**config.mk**
```make
export PLATFORM = sky130hd
export DESIGN_NAME = nsa_count
export DESIGN_NICKNAME = d
export VERILOG_FILES = /design/src/rtl/nsa_pkg.sv /design/src/rtl/nsa_sign_fold.sv /design/src/rtl/nsa_lzc_tree.sv /design/src/rtl/nsa_adjust.sv /design/src/rtl/nsa_count.sv
export SDC_FILE = /design/constraint.sdc
export NUM_CORES = 1
export LEC_CHECK = 0
export BUFFER_PORTS_ARGS = -buffer_cell sky130_fd_sc_hd__buf_2
export CORE_ASPECT_RATIO = 1.1
export CORE_UTILIZATION = 52
export DETAILED_ROUTE_END_ITERATION = 6
export PLACE_DENSITY_LB_ADDON = 0.12
export REMOVE_ABC_BUFFERS = 1
export SLEW_MARGIN = 20
export SYNTH_ARGS = -nofsm -noshare
export SYNTH_HDL_FRONTEND = slang
export SYNTH_SLANG_ARGS = --single-unit
```
**constraint.sdc**
```tcl
create_clock -name clk -period 4.2 [get_ports clk]
set_input_delay 0.42 -clock clk [delete_from_list [all_inputs] [get_ports clk]]
set_output_delay 0.42 -clock clk [all_outputs]
set_load 0.03 [all_outputs]
```
**src/rtl/nsa_pkg.sv**
```systemverilog
package nsa_pkg;

  typedef enum logic {
    MODE_UNSIGNED = 1'b0,
    MODE_SIGNED   = 1'b1
  } nsa_mode_e;

endpackage

```
**src/rtl/nsa_sign_fold.sv**
```systemverilog
module nsa_sign_fold #(
  parameter int W = 32
) (
  input  logic [W-1:0]       data_i,
  input  nsa_pkg::nsa_mode_e mode_i,
  output logic [W-1:0]       folded_o
);

  // Negative values in signed mode are inverted, so that redundant sign
  // bits always appear as leading zeros.
  always_comb begin
    if (mode_i == nsa_pkg::MODE_SIGNED && data_i[W-1]) begin
      folded_o = ~data_i;
    end else begin
      folded_o = data_i;
    end
  end

endmodule

```
**src/rtl/nsa_lzc_tree.sv**
```systemverilog
module nsa_lzc_tree #(
  parameter int W  = 32,
  parameter int CW = $clog2(W) + 1
) (
  input  logic [W-1:0]  bits_i,
  output logic [CW-1:0] lz_o
);

  localparam int LV = $clog2(W);

  // node[l][i] holds the leading-zero count of group i at level l. Each
  // group spans 2**l bits, and group 0 is the most significant one.
  logic [CW-1:0] node [LV+1][W];

  always_comb begin
    for (int l = 0; l <= LV; l++) begin
      for (int i = 0; i < W; i++) begin
        node[l][i] = '0;
      end
    end
    for (int i = 0; i < W; i++) begin
      node[0][i] = bits_i[W-1-i] ? CW'(0) : CW'(1);
    end
    for (int l = 1; l <= LV; l++) begin
      for (int i = 0; i < W; i++) begin
        if (i < (W >> l)) begin
          if (node[l-1][2*i] == CW'(1 << (l-1))) begin
            node[l][i] = CW'(1 << (l-1)) + node[l-1][2*i+1];
          end else begin
            node[l][i] = node[l-1][2*i];
          end
        end
      end
    end
    lz_o = node[LV][0];
  end

endmodule

```
**src/rtl/nsa_adjust.sv**
```systemverilog
module nsa_adjust #(
  parameter int CW = 6
) (
  input  logic [CW-1:0]      lz_i,
  input  nsa_pkg::nsa_mode_e mode_i,
  output logic [CW-1:0]      amount_o
);

  // In signed mode the folded value always has a zero top bit, so lz_i is
  // at least 1. Subtracting one also yields W-1 for an all-zero folded word.
  always_comb begin
    if (mode_i == nsa_pkg::MODE_SIGNED) begin
      amount_o = lz_i - CW'(1);
    end else begin
      amount_o = lz_i;
    end
  end

endmodule

```
**src/rtl/nsa_count.sv**
```systemverilog
module nsa_count #(
  parameter int W = 32
) (
  input  logic         clk,
  input  logic         rst,
  input  logic [W-1:0] operand_i,
  input  logic         signed_mode_i,
  output logic [W-1:0] count_o
);

  localparam int CW = $clog2(W) + 1;

  nsa_pkg::nsa_mode_e mode;
  logic [W-1:0]       folded;
  logic [CW-1:0]      lz;
  logic [CW-1:0]      amount;

  assign mode = signed_mode_i ? nsa_pkg::MODE_SIGNED : nsa_pkg::MODE_UNSIGNED;

  nsa_sign_fold #(.W(W)) u_fold (
    .data_i   (operand_i),
    .mode_i   (mode),
    .folded_o (folded)
  );

  nsa_lzc_tree #(.W(W), .CW(CW)) u_lzc (
    .bits_i (folded),
    .lz_o   (lz)
  );

  nsa_adjust #(.CW(CW)) u_adj (
    .lz_i     (lz),
    .mode_i   (mode),
    .amount_o (amount)
  );

  always_ff @(posedge clk) begin
    if (rst) begin
      count_o <= '0;
    end else begin
      count_o <= {{(W-CW){1'b0}}, amount};
    end
  end

endmodule

```
# Word-level counts from Yosys, hierarchy flattened
# Index checks and enable logic that the tools add are counted.
classes:
  add_sub_neg: 32
  multipliers: 0
  div: 0
  order_cmp: 0
  n_eq_ne: 31
  shift: 0
  n_mux: 66
  bitwise_logic: 1
  reduce_logical: 1
ops:
  columns: ["operator", "count"]
  rows:
  - ["$mux W6", 32]
  - ["$add A1 B6 Y6 const A", 16]
  - ["$eq A6 B1 Y1 const B", 16]
  - ["$add A2 B6 Y6 const A", 8]
  - ["$eq A6 B2 Y1 const B", 8]
  - ["$mux W1", 33]
  - ["$mux W32", 1]
  - ["$not A32 Y32", 1]
  - ["$add A3 B6 Y6 const A", 4]
  - ["$eq A6 B3 Y1 const B", 4]
  - ["$add A4 B6 Y6 const A", 2]
  - ["$eq A6 B4 Y1 const B", 2]
  - ["$add A5 B6 Y6 const A", 1]
  - ["$eq A6 B5 Y1 const B", 1]
  - ["$sub A6 B1 Y6 const B", 1]
  - ["$logic_and A1 B1 Y1", 1]
word_totals:
  regBits: 32
  latch_bits: 0
  ram_bits: 0
  mem_bits_ro: 0
  out_inout_bits: 32
  wordCells: 133
  mem_count: 0

# Longest topological paths before layout
# Gate-level depths: netlist of run 1.
logic_depth:
  word_depth: 16
  ltp_mapped: 12

# Hierarchy
# From an unflattened synthesis of run 1, not the netlist that was laid out.
unflattened:
  hier_cells: 160
  hier_area_um2: 1272.5
modules_own_cells:
  columns: ["mod", "n_inst", "cells_per_inst", "area_each_um2", "seq_area_each_um2"]
  rows:
  - ["nsa_lzc_tree", 1, 71, 481.7, 0.0]
  - ["nsa_count", 1, 39, 356.6, 120.1]
  - ["nsa_sign_fold", 1, 36, 317.8, 0.0]
  - ["nsa_adjust", 1, 14, 116.4, 0.0]

# Least setup slack after synthesis of run 1
# No wires, ideal clock.
synth_timing:
  path_kind: "input -> register"
  from: "in signed_mode_i"
  to: "reg count_o[1]"
  setup_time_ns: 0.086
  t_arrival_ns: 2.165
  required_ns: 4.114
  slack_ns: 1.950
  path_stages: 10
  n_path_buf: 2
  path_cell_list: "buf_6 buf_6 a21oi_1 a222oi_1 or3_1 a21oi_1 a21oi_1 ha_1 and2_1 a211oi_1"
synth_between:
  elab_chain_cells: 16
synth_rtl:
  columns: ["item", "line_no", "text"]
  rows:
  - ["start: declaration", "nsa_count.sv:7", "input logic signed_mode_i,"]
  - ["$mux W1 (*)", "nsa_count.sv:18", "assign mode = signed_mode_i ? nsa_pkg::MODE_SIGNED : nsa_pkg::MODE_UNSIGNED;"]
  - ["$logic_and A1 B1 Y1", "nsa_sign_fold.sv:12", "if (mode_i == nsa_pkg::MODE_SIGNED && data_i[W-1]) begin"]
  - ["$mux W32", "nsa_sign_fold.sv:12", null]
  - ["$mux W1", "nsa_lzc_tree.sv:22", "node[0][i] = bits_i[W-1-i] ? CW'(0) : CW'(1);"]
  - ["$add A1 B6 Y6 / $eq A6 B1 Y1 (equally long branches)", "nsa_lzc_tree.sv:28, nsa_lzc_tree.sv:27", null]
  - ["$mux W6", "nsa_lzc_tree.sv:27", "if (node[l-1][2*i] == CW'(1 << (l-1))) begin"]
  - ["$add A2 B6 Y6 / $eq A6 B2 Y1 (equally long branches)", "nsa_lzc_tree.sv:28, nsa_lzc_tree.sv:27", null]
  - ["$mux W6", "nsa_lzc_tree.sv:27", null]
  - ["$add A3 B6 Y6 / $eq A6 B3 Y1 (equally long branches)", "nsa_lzc_tree.sv:28, nsa_lzc_tree.sv:27", null]
  - ["$mux W6", "nsa_lzc_tree.sv:27", null]
  - ["$add A4 B6 Y6 / $eq A6 B4 Y1 (equally long branches)", "nsa_lzc_tree.sv:28, nsa_lzc_tree.sv:27", null]
  - ["$mux W6", "nsa_lzc_tree.sv:27", null]
  - ["$add A5 B6 Y6 / $eq A6 B5 Y1 (equally long branches)", "nsa_lzc_tree.sv:28, nsa_lzc_tree.sv:27", null]
  - ["$mux W6", "nsa_lzc_tree.sv:27", null]
  - ["$sub A6 B1 Y6", "nsa_adjust.sv:13", "amount_o = lz_i - CW'(1);"]
  - ["$mux W6 (*)", "nsa_adjust.sv:12", "if (mode_i == nsa_pkg::MODE_SIGNED) begin"]
  - ["end signal: assignment", "nsa_count.sv:41", "count_o <= {{(W-CW){1'b0}}, amount};"]
  - ["end: declaration", "nsa_count.sv:8", "output logic [W-1:0] count_o"]
# Mark *: on every way between the ends. The rest lies on a longest branch, timed or not.
# A chain may end at the register's enable or synchronous reset.

# Worst setup path after layout of run 1
# Ends and elaborated chain as after synthesis.

==> results.md, run 1 <==
* Status: completed
* First-pass GRT wire length at 5020 µm
* Vias per cell at 5.47
* Post-synth EDFFs at 0
* IO Port Bufs at 40
* Tcrit/Tclk final at 62.0%
* Largest regs: count_o x6
* Area grow syn2layout at 6.20%
* Setup-failing EPs final at 0
* CTS tree: done
* Number of global-route vias before repair at 1215
* Via count at 1503
* Core area at 0.00275 mm²
* Worst EP arrival at 2760 ps
* Final hold violation count at 0
* Root Driver: clkbuf_4
* Initial detailed-routing violation count at 17
* Setup crit start kind: input port
* Worst VDD drop at 0.118 mV
* Worst EP required at 4350 ps
* Antenna-violating nets left at 0
* Hold/Removal Path Class: in -> reg
* Minimum clock period after layout at 2600 ps
* Die Y at 58.2 µm
* Wire per inst at 11.2 µm
* Seq cells post-synth at 6
* Ys flop type: dfxtp_1
* Final setup margin at 1600 ps
* CTS Buf Count at 3
* Overflow after GRT at 0
* Critical path type: in -> reg
* Post-cts hold buffer count at 0
* Fillcell total at 315
* Yosys top cell area share at 13.1%
* RSZ-0062 raised after global routing: false
* Synth unique cells at 59
* Leakage at 0.690 nW
* Post-CTS Setup Inserts at 0
* Fin nets at 280
* Row count at 20
* Crit path max fanout at 21
* Die area at 0.00309 mm²
* Max frequency at 384 MHz
* Largest net degree at the start of global routing at 22
* Clk slew on worst S/H paths at 40 ps
* Antenna violations before repair at 0
* DR pass1 iterations at 4
* Die Width at 53.1 µm
* Synth area leaders: buf_4, dfxtp_1, a21oi_1
* Cells after Synth at 208
* Total Wirelength at 3080 µm
* Largest Register: count_o
* Mean Syn Cell Area at 7.18 µm²
* Io pins at 67
* Final Slew Violations at 0
* Pre-CTS setup slack at 1330 ps
* Layout cells sized above 1 at 26.4%
* Cells after DPL at 272
* # clock sinks at 6
* Area leader, netlist: buf_4
* Most common cell after layout, fill and taps aside: buf_2
* Seq/Total Area, Yosys at 8.04%
* Clock buffer depth at 2
* Cell Pwr Density at 167 mW/mm²
* Max_cap viols at 0
* Async SR Flop Fraction at 0%
* Mapped cell area at 0.00149 mm²
* All-layer global routing usage at 20.8%
* Detailed-route DRC error count at 0
* Max FFs per register at 6
* DPL Wire Length at 2480 µm
* H-tree levels at 1
* Setup TNS at 0 ps
* Crit. End Element: flip-flop
* Non-filler instance count after layout at 275
* Starting density of the core at 54.3%
* Resized Gates After CTS at 0
* Gp weighted congestion at 0.799
* Most frequent cells in the layout: buf_2, conb_1, a21oi_1, nand2_1, nor2_1
* Warning count from the yosys run at 0
* Ant. Diodes at 0
==> worst paths after layout <==
path                      start          to  slack [ps]  cells past startpoint
setup / recovery  signed_mode_i  count_o[1]        1600                     10
hold / removal              rst  count_o[3]         430                      2
==> synth_stat cells, types with 4 or more instances <==
cell	instances
nand3_1	11
nor2b_1	5
inv_1	7
buf_6	5
and3_1	4
dfxtp_1	6
nor2_1	13
buf_4	26
nand2b_1	5
nor3_1	6
xnor2_1	4
nand2_1	16
o21ai_0	8
and2_1	4
o2bb2ai_1	5
nand4_1	7
a21oi_1	16
==> metal layers <==
layer  routed length (µm)  global-route usage (%)  vias up  part of all wire, %
li1                     -                       -      791                    -
met1                 1410                    26.6      680                   46
met2                 1580                    37.4       32                   51
met3                   94                    3.94        0                  3.1
met4                    0                    1.13        0                    0
met5                    0                       0        -                    0
==> area by class of cell <==
cell class | instances | area, µm² | area share (%)
Inverter | 8 | 30.0 | 1.89
Tap cell | 33 | 41.3 | 2.60
Timing Repair Buffer | 40 | 200 | 12.6
Multi-Input combinational cell | 185 | 1170 | 73.9
Sequential cell | 6 | 120 | 7.57
Clock buffer | 3 | 22.5 | 1.42
==> through the flow <==
stage | hold WS [ps] | cell area [µm²] | util (%) | total power [mW]
floorplan | 489 | 1320 | - | 0.162
global placement | 679 | 1560 | 56.8 | 0.212
detailed placement | 680 | 1560 | 56.8 | 0.212
CTS | 415 | 1590 | 57.6 | 0.267
global route | 426 | 1590 | 57.6 | 0.288
finish | 431 | 1590 | 57.6 | 0.264
==> kinds of logic (layout without fill, tap and decap cells) <==
logic type                 after synthesis  after routing  synth area share (%)
and+or+nand+nor                         87             87                  33.5
DFF                                      6              6                  8.04
other                                    1             26                 0.251
adders and majority gates                1              1                 0.837
xor gates and xnor gates                 5              5                  2.93
buffers and inverters                   42             51                  19.8
AOI/OAI and AO/OA                       66             66                  34.7
==> where the power goes <==
part | internal [mW] | total (mW) | switching [mW]
logic | 0.0466 | 0.150 | 0.104
registers | 0.0609 | 0.0616 | 0.000702
clock network | 0.0323 | 0.0523 | 0.0200
==> worst max-delay path, stage by stage <==
cell and delay (ps):
buf_2 340, and2_1 470, nor2_1 120, a21oi_2 160, nand2b_1 290, a21oi_1 110
a21oi_1 230, ha_1 260, and2_1 150, a211oi_1 200
Power figures use the tool's default switching activity.
==> inputs of run 2 (changes only) <==
--- a/config.mk
+++ b/config.mk
@@ -7,7 +7,7 @@
 export LEC_CHECK = 0
 export BUFFER_PORTS_ARGS = -buffer_cell sky130_fd_sc_hd__buf_2
 export CORE_ASPECT_RATIO = 1.1
-export CORE_UTILIZATION = 52
+export CORE_UTILIZATION = 43
 export DETAILED_ROUTE_END_ITERATION = 6
 export PLACE_DENSITY_LB_ADDON = 0.12
 export REMOVE_ABC_BUFFERS = 1
==> constraint.sdc (replaced) <==
create_clock -name clk -period 2.34 [get_ports clk]
set_input_delay 0.234 -clock clk [delete_from_list [all_inputs] [get_ports clk]]
set_output_delay 0.234 -clock clk [all_outputs]
set_load 0.03 [all_outputs]
==> run 2 against run 1 <==
Core utilization fell by 3.8 points. Sequential power rose by 79%. Final cell count rose by 13%. First-iteration DRC count rose to 3.6 times the previous value. Die area rose by 20%. Global-route usage fell by 2.5 points. Critical path depth did not move. Via count rose by 5.8%. Critical endpoint is now count_o[3].
==> results.md, run 2 (same netlist as run 1, synthesis figures left out) <==
* Status: completed (unchanged)
* Die area at 0.00371 mm² (was 0.00309 mm²)
* CTS Buf Count at 3 (unchanged)
* Gp weighted congestion at 0.806 (was 0.799)
* First-pass GRT wire length at 5590 µm (was 5020 µm)
* Worst EP required at 2510 ps (was 4350 ps)
* Hold/Removal Path Class: in -> reg (unchanged)
* Total Wirelength at 3250 µm (was 3080 µm)
* Die Width at 58.2 µm (was 53.1 µm)
* Largest regs: count_o x6 (unchanged)
* Final hold violation count at 0 (unchanged)
* Setup TNS at 0 ps (unchanged)
* Worst VDD drop at 0.208 mV (was 0.118 mV)
* Clk slew on worst S/H paths at 40 ps (about the same)
* Most frequent cells in the layout: buf_2, conb_1, buf_4 (was buf_2, conb_1, a21oi_1, nand2_1, nor2_1)
* Setup crit start kind: input port (unchanged)
* Minimum clock period after layout at 2050 ps
* Critical path type: in -> reg (unchanged)
* Layout cells sized above 1 at 32.1% (was 26.4%)
* Area grow syn2layout at 20.0% (was 6.20%)
* Io pins at 67 (unchanged)
* IO Port Bufs at 40 (unchanged)
* Clock buffer depth at 2 (unchanged)
* Cells after DPL at 307 (was 272)
* DR pass1 iterations at 4 (unchanged)
* Design area at 0.00179 mm² (was 0.00159 mm²)
* Met1 GRT Util at 22.8% (was 26.6%)
* Starting density of the core at 44.9% (was 54.3%)
* Die Y at 63.8 µm (was 58.2 µm)
* CTS tree: done (unchanged)
* Tot Pwr at 0.507 mW (was 0.264 mW)
* All-layer global routing usage at 18.3% (was 20.8%)
* Detailed-route DRC error count at 0 (unchanged)
* Final Slew Violations at 0 (unchanged)
* Initial detailed-routing violation count at 61 (was 17)
* Gr busiest metal: met2 (unchanged)
* Largest Register: count_o (unchanged)
* Largest stage delay, worst path at 420 ps (was 470 ps)
* Non-filler instance count after layout at 310 (was 275)
* Via count at 1590 (was 1503)
* Fin nets at 300 (was 280)
* Tcrit/Tclk final at 87.7%
* WP buf/inv at 2 (was 1)
* Leakage at 0.799 nW (was 0.690 nW)
* RSZ-0062 raised after global routing: false (unchanged)
* Core area at 0.00333 mm² (was 0.00275 mm²)
* Post-cts hold buffer count at 0 (unchanged)
* # clock sinks at 6 (unchanged)
* Setup-failing EPs final at 0 (unchanged)
* CP top delay family: compound AO/OA/AOI/OAI gates (was simple AND/OR/NAND/NOR gates)
* Met3 Usage GRT at 3.24% (was 3.94%)
* Vias per cell at 5.13 (was 5.47)
* Largest net degree at the start of global routing at 12 (was 22)
* H-tree levels at 1 (unchanged)
* Max FFs per register at 6 (unchanged)
* Resized Gates After CTS at 0 (unchanged)
* Ant. Diodes at 0 (unchanged)
* Number of global-route vias before repair at 1356 (was 1215)
* Root Driver: clkbuf_4 (unchanged)
* Area after DPL at 0.00177 mm² (was 0.00156 mm²)
* Fillcell total at 340 (was 315)
* Post-CTS Setup Inserts at 0 (unchanged)
* Met2 Use GR at 33.9% (was 37.4%)
* Worst hold slack at 237 ps (was 431 ps)
* Max_cap viols at 0 (unchanged)
* Crit-path cells: buf_2 -> and2_1 -> nand2_1 -> o221ai_1 -> nand4_1 -> buf_4 -> a21o_1 -> a21o_1 -> a31o_1 -> a21oi_1 (was buf_2 -> and2_1 -> nor2_1 -> a21oi_2 -> nand2b_1 -> a21oi_1 -> a21oi_1 -> ha_1 -> and2_1 -> a211oi_1)
* Wire per inst at 10.5 µm (was 11.2 µm)
* Antenna violations before repair at 0 (unchanged)
* Cell Pwr Density at 283 mW/mm² (was 167 mW/mm²)
* Crit. End Element: flip-flop (unchanged)
* Worst EP arrival at 2230 ps (was 2760 ps)
* Crit path max fanout at 10 (was 21)
* Row count at 22 (was 20)
* Worst path slowest cell: and2_1 (unchanged)
* Most frequent CP cell: a21o_1
* Most common cell after layout, fill and taps aside: buf_2 (unchanged)
* DPL Wire Length at 2760 µm (was 2480 µm)
* Overflow after GRT at 0 (unchanged)
* Max frequency at 487 MHz
* Antenna-violating nets left at 0 (unchanged)
[run 2: metal layers]
metal / up-vias / wire, µm
met4: 0 / 0
met1: 713 / 1490
li1: 834 / -
met5: - / 0
met2: 43 / 1630
met3: 0 / 133
[run 2: per-stage QoR]
| step | worst slack [ps] | util [%] |
|---|---|---|
| 6_report | 288 | 53.8 |
| 5_1_grt | 20.6 | 53.8 |
| 4_1_cts | 268 | 53.8 |
| 3_5_place_dp | 31.2 | 53.2 |
| 3_3_place_gp | 34.2 | 53.2 |
| 2_1_floorplan | 346 | - |
[run 2: where the power goes]
part / internal, mW / switching, mW
clock network: 0.0580 / 0.0369
logic: 0.109 / 0.192
registers: 0.109 / 0.00124
[run 2: final timing paths]
kind / startpoint / to / slack (ps) / cells past startpoint
worst max-delay path: operand_i[31] / count_o[3] / 290 / 10
worst min-delay path: rst / count_o[0] / 240 / 2
[run 2: final cells by class]
class | count | area (µm²) | share of cell area (%)
clock buffers | 3 | 22.5 | 1.26
inverters | 8 | 30.0 | 1.67
multi-input cells | 185 | 1170 | 65.4
flip-flops and latches | 6 | 120 | 6.70
well taps | 48 | 60.1 | 3.35
repair buffers | 60 | 388 | 21.6
